### src/rtl/dly_pkg.sv
`timescale 1ns/1ps
package dly_pkg;

    localparam int FIELD_W    = 4;
    localparam int NUM_FIELDS = 2;
    localparam int CODE_W     = 4;
    localparam int MIN_TAP    = 2;

    typedef enum logic {
        LEN_SHARED   = 1'b0,
        UPPER_PINNED = 1'b1
    } dly_mode_e;

endpackage

### src/rtl/dly_ctrl_reg.sv
`timescale 1ns/1ps
module dly_ctrl_reg
    import dly_pkg::*;
#(
    parameter int CODE_W = dly_pkg::CODE_W
) (
    input  logic              clk,
    input  logic              rst,
    input  logic [CODE_W-1:0] code_in,
    input  dly_mode_e         mode_in,
    output logic [CODE_W-1:0] code_q,
    output dly_mode_e         mode_q
);

    typedef struct packed {
        logic [CODE_W-1:0] code;
        dly_mode_e         mode;
    } ctrl_t;

    ctrl_t ctrl_q;

    always_ff @(posedge clk) begin
        if (rst) begin
            ctrl_q.code <= '0;
            ctrl_q.mode <= LEN_SHARED;
        end else begin
            ctrl_q.code <= code_in;
            ctrl_q.mode <= mode_in;
        end
    end

    assign code_q = ctrl_q.code;
    assign mode_q = ctrl_q.mode;

endmodule

### src/rtl/dly_tap_sel.sv
`timescale 1ns/1ps
module dly_tap_sel
    import dly_pkg::*;
#(
    parameter int CODE_W     = dly_pkg::CODE_W,
    parameter int NUM_FIELDS = dly_pkg::NUM_FIELDS,
    parameter int MIN_TAP    = dly_pkg::MIN_TAP,
    parameter int LAST_TAP   = MIN_TAP + (1 << CODE_W) - 1,
    parameter int SEL_W      = $clog2(LAST_TAP + 1)
) (
    input  logic [CODE_W-1:0]                  code_q,
    input  dly_mode_e                          mode_q,
    output logic [NUM_FIELDS-1:0][SEL_W-1:0]   sel
);

    logic [SEL_W-1:0] base_tap;

    // code n reads chain register n+2
    assign base_tap = SEL_W'(code_q) + SEL_W'(MIN_TAP);

    for (genvar f = 0; f < NUM_FIELDS; f++) begin : gen_sel
        if (f == NUM_FIELDS - 1) begin : gen_upper
            assign sel[f] = (mode_q == UPPER_PINNED) ? SEL_W'(LAST_TAP) : base_tap;
        end else begin : gen_lower
            assign sel[f] = base_tap;
        end
    end

endmodule

### src/rtl/dly_chain.sv
`timescale 1ns/1ps
module dly_chain #(
    parameter int W       = 4,
    parameter int LEN     = 17,
    parameter int MIN_TAP = 2,
    parameter int SEL_W   = $clog2(LEN + 1)
) (
    input  logic             clk,
    input  logic             rst,
    input  logic [W-1:0]     din,
    input  logic [SEL_W-1:0] sel,
    output logic [W-1:0]     tail,
    output logic [W-1:0]     dout
);

    // stg[i] is chain register i+1
    logic [W-1:0] stg [LEN];
    logic [W-1:0] tap;

    always_ff @(posedge clk) begin
        if (rst) begin
            for (int i = 0; i < LEN; i++) begin
                stg[i] <= '0;
            end
        end else begin
            stg[0] <= din;
            for (int i = 1; i < LEN; i++) begin
                stg[i] <= stg[i-1];
            end
        end
    end

    always_comb begin
        tap = stg[MIN_TAP-1];
        for (int i = MIN_TAP; i <= LEN; i++) begin
            if (sel == SEL_W'(i)) begin
                tap = stg[i-1];
            end
        end
    end

    always_ff @(posedge clk) begin
        if (rst) begin
            dout <= '0;
        end else begin
            dout <= tap;
        end
    end

    assign tail = stg[LEN-1];

    // the select from the control path always names a legal register
    a_r2_sel_legal: assert property (@(posedge clk) disable iff (rst)
        (sel >= SEL_W'(MIN_TAP)) && (sel <= SEL_W'(LEN)));

    // shortest path is register 1, register 2, output register
    a_r3_min_path: assert property (@(posedge clk) disable iff (rst)
        (sel == SEL_W'(MIN_TAP)) && !$past(rst) |=> dout == $past(stg[0], 2));

endmodule

### src/rtl/dly_line_top.sv
`timescale 1ns/1ps
module dly_line_top
    import dly_pkg::*;
#(
    parameter int FIELD_W    = dly_pkg::FIELD_W,
    parameter int NUM_FIELDS = dly_pkg::NUM_FIELDS,
    parameter int CODE_W     = dly_pkg::CODE_W,
    parameter int MIN_TAP    = dly_pkg::MIN_TAP,
    localparam int DATA_W    = FIELD_W * NUM_FIELDS,
    localparam int CHAIN_LEN = MIN_TAP + (1 << CODE_W) - 1,
    localparam int SEL_W     = $clog2(CHAIN_LEN + 1),
    localparam int HI        = NUM_FIELDS - 1
) (
    input  logic              clk,
    input  logic              rst,
    input  logic [DATA_W-1:0] din,
    input  logic [CODE_W-1:0] len_code,
    input  logic              mode,
    output logic [DATA_W-1:0] dout
);

    logic [CODE_W-1:0]                code_q;
    dly_mode_e                        mode_q;
    logic [NUM_FIELDS-1:0][SEL_W-1:0] sel;
    logic [NUM_FIELDS-1:0][FIELD_W-1:0] tail;

    dly_ctrl_reg #(.CODE_W(CODE_W)) u_ctrl (
        .clk     (clk),
        .rst     (rst),
        .code_in (len_code),
        .mode_in (dly_mode_e'(mode)),
        .code_q  (code_q),
        .mode_q  (mode_q)
    );

    dly_tap_sel #(
        .CODE_W     (CODE_W),
        .NUM_FIELDS (NUM_FIELDS),
        .MIN_TAP    (MIN_TAP),
        .LAST_TAP   (CHAIN_LEN),
        .SEL_W      (SEL_W)
    ) u_sel (
        .code_q (code_q),
        .mode_q (mode_q),
        .sel    (sel)
    );

    for (genvar f = 0; f < NUM_FIELDS; f++) begin : gen_field
        dly_chain #(
            .W       (FIELD_W),
            .LEN     (CHAIN_LEN),
            .MIN_TAP (MIN_TAP),
            .SEL_W   (SEL_W)
        ) u_chain (
            .clk  (clk),
            .rst  (rst),
            .din  (din[f*FIELD_W +: FIELD_W]),
            .sel  (sel[f]),
            .tail (tail[f]),
            .dout (dout[f*FIELD_W +: FIELD_W])
        );

        // longest tap loads the last chain register into the output
        a_r3_max_path: assert property (@(posedge clk) disable iff (rst)
            (sel[f] == SEL_W'(CHAIN_LEN)) |=> dout[f*FIELD_W +: FIELD_W] == $past(tail[f]));
    end

    // shared mode steers every field from one select
    a_r4_shared_sel: assert property (@(posedge clk) disable iff (rst)
        (mode_q == LEN_SHARED) |-> sel[HI] == sel[0]);

    // pinned mode holds the upper field on the last register
    a_r5_upper_pinned: assert property (@(posedge clk) disable iff (rst)
        (mode_q == UPPER_PINNED) |-> sel[HI] == SEL_W'(CHAIN_LEN));

endmodule

### config.mk
export PLATFORM = sky130hd
export DESIGN_NAME = dly_line_top
export DESIGN_NICKNAME = d
export VERILOG_FILES = /design/src/rtl/dly_pkg.sv /design/src/rtl/dly_ctrl_reg.sv /design/src/rtl/dly_tap_sel.sv /design/src/rtl/dly_chain.sv /design/src/rtl/dly_line_top.sv
export SDC_FILE = /design/constraint.sdc
export NUM_CORES = 1
export LEC_CHECK = 0
export BUFFER_PORTS_ARGS = -buffer_cell sky130_fd_sc_hd__buf_2
export CORE_MARGIN = 10
export CORE_UTILIZATION = 61
export DETAILED_ROUTE_END_ITERATION = 10
export GPL_TIMING_DRIVEN = 1
export PLACE_DENSITY = 0.83
export SYNTH_ARGS = -nofsm -noshare
export SYNTH_HDL_FRONTEND = slang
export SYNTH_SLANG_ARGS = --single-unit
### constraint.sdc
create_clock -name clk -period 3.55 [get_ports clk]
set_clock_uncertainty 0.2 [all_clocks]
set_input_delay 0.71 -clock clk [delete_from_list [all_inputs] [get_ports clk]]
set_output_delay 0.71 -clock clk [all_outputs]
set_load 0.02 [all_outputs]
==> impl_metrics.xml <==
<?xml version="1.0" encoding="UTF-8"?>
<metrics>
  <group name="job">
    <metric name="drv_cap" unit="">0</metric>
  </group>
  <group name="drt">
    <metric name="wl_per_cell" unit="µm">18.45</metric>
    <metric name="initialDrtViolationCount" unit="">532</metric>
    <metric name="drt-met1-wl" unit="mm">6.255</metric>
    <metric name="drc" unit="">0</metric>
    <metric name="highest_layer" unit="">met4</metric>
    <metric name="routed_wl" unit="mm">14.02</metric>
    <metric name="via_count" unit="">4405</metric>
    <metric name="detailroute.wirelength.met3" unit="mm">1.073</metric>
    <metric name="ratio_of_routed_vias_to_standard_cells" unit="">5.796</metric>
    <metric name="ant_nets" unit="">0</metric>
    <metric name="dr.pass1.iters" unit="">7</metric>
    <metric name="met2_length" unit="mm">6.440</metric>
  </group>
  <group name="clock_network">
    <metric name="postCtsSetupRepairBufs" unit="">0</metric>
    <metric name="postCtsResizedCells" unit="">0</metric>
    <metric name="cts_root_buf" unit="">sky130_fd_sc_hd__clkbuf_8</metric>
    <metric name="worst_setup_hold_path_clk_slew" unit="ns">0.06</metric>
    <metric name="cts.hold.buffers_added" unit="">0</metric>
    <metric name="clock-sinks" unit="">149</metric>
    <metric name="cts.path.max_buffers" unit="">2</metric>
    <metric name="htreeDepth" unit="">4</metric>
    <metric name="cts_inserted_buffers" unit="">17</metric>
    <metric name="cts_tree" unit="">done</metric>
    <metric name="clkLatencyLatePin" unit="ns">0.52</metric>
  </group>
  <group name="finish">
    <metric name="area.sequential" unit="mm²">0.002984</metric>
    <metric name="final_cell_mix" unit="">sky130_fd_sc_hd__dfxtp_1, sky130_fd_sc_hd__nor2b_1, sky130_fd_sc_hd__a21oi_1, sky130_fd_sc_hd__nor2_1</metric>
    <metric name="final_area" unit="mm²">0.006679</metric>
    <metric name="ant_diodes" unit="">0</metric>
    <metric name="nNetsFinal" unit="">635</metric>
    <metric name="filler_cells_inserted" unit="">709</metric>
    <metric name="final_layout_size_suffix_gt1_share" unit="%">13.00</metric>
    <metric name="final_common_cell" unit="">sky130_fd_sc_hd__dfxtp_1</metric>
    <metric name="multi_input_area" unit="mm²">0.002654</metric>
    <metric name="area_delta_synth_final" unit="%">14.45</metric>
  </group>
  <group name="synth">
    <metric name="synthCells" unit="">601</metric>
    <metric name="sequential_to_total_area_share_from_yosys_stat" unit="%">51.11</metric>
    <metric name="complex_gate_fraction_of_the_synthesized_area" unit="%">16.98</metric>
    <metric name="largest_family_of_logic_cells_by_synthesized_area" unit="">simple AND/OR/NAND/NOR gates</metric>
    <metric name="syn-num-nets" unit="">617</metric>
    <metric name="number_of_synthesized_flops_with_an_enable_pin" unit="">0</metric>
    <metric name="yosys-mux-area-fraction" unit="%">3.881</metric>
    <metric name="async_reset_ff_share" unit="%">0</metric>
    <metric name="yosys.area_share.xor_xnor" unit="%">0.3002</metric>
    <metric name="yosysWarningCount" unit="">0</metric>
    <metric name="synth_cell_types" unit="">68</metric>
    <metric name="synth_adder_area_share" unit="%">0.2144</metric>
    <metric name="average_cell_area_after_synthesis" unit="µm²">9.710</metric>
    <metric name="ys.flop_type" unit="">sky130_fd_sc_hd__dfxtp_1</metric>
    <metric name="ys_ff_latch" unit="">149</metric>
    <metric name="yosys.area_share.simple" unit="%">24.10</metric>
    <metric name="synthesis.area" unit="mm²">0.005836</metric>
  </group>
  <group name="die">
    <metric name="num_rows" unit="">35</metric>
    <metric name="die-height" unit="µm">117.8</metric>
    <metric name="initial_utilization" unit="%">62.86</metric>
    <metric name="die-area" unit="mm²">0.01388</metric>
    <metric name="coreArea" unit="mm²">0.009284</metric>
    <metric name="die_width" unit="µm">117.8</metric>
    <metric name="pin_count" unit="">23</metric>
  </group>
  <group name="run_status">
    <metric name="status" unit="">complete, no violations</metric>
  </group>
  <group name="critical_path">
    <metric name="critPathKind" unit="">flop to flop</metric>
    <metric name="critPathLaunchType" unit="">flop</metric>
    <metric name="worstSetupStartpoint" unit="">u_ctrl.code_q[2]</metric>
    <metric name="setup.worst_path.end" unit="">gen_field[0].u_chain.dout[2]</metric>
    <metric name="required" unit="ns">3.82</metric>
    <metric name="crit_end_element" unit="">flop</metric>
    <metric name="rrSetupSlack" unit="ns">0.33</metric>
    <metric name="rr_endpoint" unit="">gen_field[0].u_chain.dout[2]</metric>
    <metric name="cp.depth" unit="">8</metric>
    <metric name="cpPeakStageDelay" unit="ns">0.55</metric>
    <metric name="reg2reg_depth" unit="">8</metric>
    <metric name="critical_path.cell_chain" unit="">ha_1, buf_4, or3b_1, a211oi_4, a2111o_1, a221oi_1, o41ai_1, a31o_1</metric>
    <metric name="kind_of_cell_adding_the_most_delay_to_the_critical_path" unit="">compound AO/OA/AOI/OAI gates</metric>
    <metric name="cp.buffers_inverters" unit="">1</metric>
    <metric name="arrival" unit="ns">3.49</metric>
    <metric name="reg2reg_from" unit="">u_ctrl.code_q[2]</metric>
    <metric name="critPathSlowestCell" unit="">sky130_fd_sc_hd__or3b_1</metric>
    <metric name="critical_path_peak_fanout" unit="">19</metric>
  </group>
  <group name="timing">
    <metric name="clock.fmax" unit="GHz">0.3102</metric>
    <metric name="timing.final.setup_violations" unit="">0</metric>
    <metric name="worst-slew-pin-transition" unit="ns">0.7338</metric>
    <metric name="timing_hold_violations_final" unit="">0</metric>
    <metric name="fin_tns_setup" unit="ns">0</metric>
    <metric name="maxSlewHeadroom" unit="%">49.81</metric>
    <metric name="part_of_the_cycle_the_worst_path_needs" unit="%">90.81</metric>
    <metric name="fin_crit" unit="ns">3.224</metric>
    <metric name="grt_setup_unrepaired" unit="">false</metric>
    <metric name="timing_max_transition_violations_final" unit="">0</metric>
  </group>
  <group name="placement">
    <metric name="gpl.final_weighted_congestion" unit="">0.9255</metric>
    <metric name="post_dp_cell_area" unit="mm²">0.006073</metric>
    <metric name="io_buffer_count" unit="">22</metric>
    <metric name="place_hpwl" unit="mm">9.770</metric>
  </group>
  <group name="pwr">
    <metric name="finalPower" unit="W">0.003794</metric>
    <metric name="p_per_area" unit="mW/mm²">568.0</metric>
    <metric name="vdd.ir_drop.worst" unit="µV">387.5</metric>
    <metric name="cell_leakage_power" unit="nW">2.605</metric>
  </group>
  <group name="global_route">
    <metric name="grt_start_max_net_pins" unit="">67</metric>
    <metric name="globalRouteOverflowTotal" unit="">0</metric>
    <metric name="grt_first_pass_wirelength" unit="mm">22.83</metric>
    <metric name="vias_in_the_first_global_route" unit="">4367</metric>
    <metric name="initial_antenna_violation_count" unit="">0</metric>
    <metric name="grtUsageTotal" unit="%">20.35</metric>
  </group>
  <group name="hold_path">
    <metric name="holdCritPathClass" unit="">primary input to flop</metric>
  </group>
</metrics>
## synth_stat cells (5+ instances only)
cell                          n  area [µm²]
sky130_fd_sc_hd__buf_2        9       45.04
sky130_fd_sc_hd__nand2b_1     5       31.28
sky130_fd_sc_hd__o21ai_0     21       105.1
sky130_fd_sc_hd__dfxtp_1    149        2983
sky130_fd_sc_hd__o22ai_1      7       43.79
sky130_fd_sc_hd__a21oi_1     28       140.1
sky130_fd_sc_hd__nand3_1      8       40.04
sky130_fd_sc_hd__nand2_1     20       75.07
sky130_fd_sc_hd__nor2b_1    146       913.4
sky130_fd_sc_hd__clkbuf_1    26       97.59
sky130_fd_sc_hd__mux2i_1     17       170.2
sky130_fd_sc_hd__o221ai_1     5       43.79
sky130_fd_sc_hd__a211oi_1     5       37.54
sky130_fd_sc_hd__o211ai_1     7       52.55
sky130_fd_sc_hd__a2111oi_0    5       43.79
sky130_fd_sc_hd__inv_1        7       26.28
sky130_fd_sc_hd__nor3_1      11       55.05
sky130_fd_sc_hd__a31oi_1      6       37.54
sky130_fd_sc_hd__a21o_1       8       60.06
sky130_fd_sc_hd__nor2_1      26       97.59
sky130_fd_sc_hd__a22oi_1      6       45.04
## layer usage
| layer | vias to the layer above | global-route usage [%] |
|---|---|---|
| li1 | 2143 | - |
| met5 | - | 0 |
| met4 | 0 | 7.960 |
| met1 | 2069 | 26.09 |
| met3 | 29 | 6.043 |
| met2 | 164 | 31.43 |
## final cells by class
class | count | share of cell area, %
flip-flops and latches | 149 | 44.68
multi-input cells | 404 | 39.73
inverters | 7 | 0.3934
clock buffers | 21 | 6.875
well taps | 129 | 2.417
clock inverters | 10 | 2.192
repair buffers | 40 | 3.709
## stage by stage
step | std cells | hold WS, ns | setup slack, ns | utilization [%]
final | 760 | 0.1928 | 0.3263 | 71.94
after global routing | 760 | 0.1918 | 0.2406 | 71.94
after CTS | 760 | 0.1823 | 0.3847 | 71.94
after detailed placement | 729 | 0.2239 | 0.4112 | 65.42
after global placement | 729 | 0.2157 | 0.5106 | 65.42
after floorplan | 601 | 0.2077 | 1.030 | -
## cell families after synthesis
kind of cell / after synthesis
simple gates: 241
buf+inv: 48
xor+xnor: 2
mux: 21
flops: 149
fa+ha+maj: 1
compound gates: 139
## registers in the layout, indices dropped and copies added, names as in the netlist
| signal | cells |
|---|---|
| u_ctrl.code_q | 4 |
| u_ctrl.mode_q | 1 |
| gen_field.u_chain.dout | 8 |
| gen_field.u_chain.stg | 136 |
## power breakdown
group          switching, W  internal, W  total [W]
sequential        0.0000177      0.00170    0.00172
clock              0.000681      0.00113    0.00181
combinational      0.000170    0.0000987   0.000268
## worst min-delay path by stage
stage	startpoint	to	slack (ns)	cells past startpoint
after floorplan	gen_field[1].u_chain.stg[0][8]	gen_field[1].u_chain.stg[0][12]	0.21	2
after global placement	gen_field[1].u_chain.stg[0][8]	gen_field[1].u_chain.stg[0][12]	0.22	2
after detailed placement	gen_field[1].u_chain.stg[0][3]	gen_field[1].u_chain.stg[0][7]	0.22	1
after CTS	din[7]	gen_field[1].u_chain.stg[0][3]	0.18	2
after global routing	din[0]	gen_field[0].u_chain.stg[0][0]	0.19	2
final	din[7]	gen_field[1].u_chain.stg[0][3]	0.19	2
No activity file was read; power rests on OpenSTA's default activity.
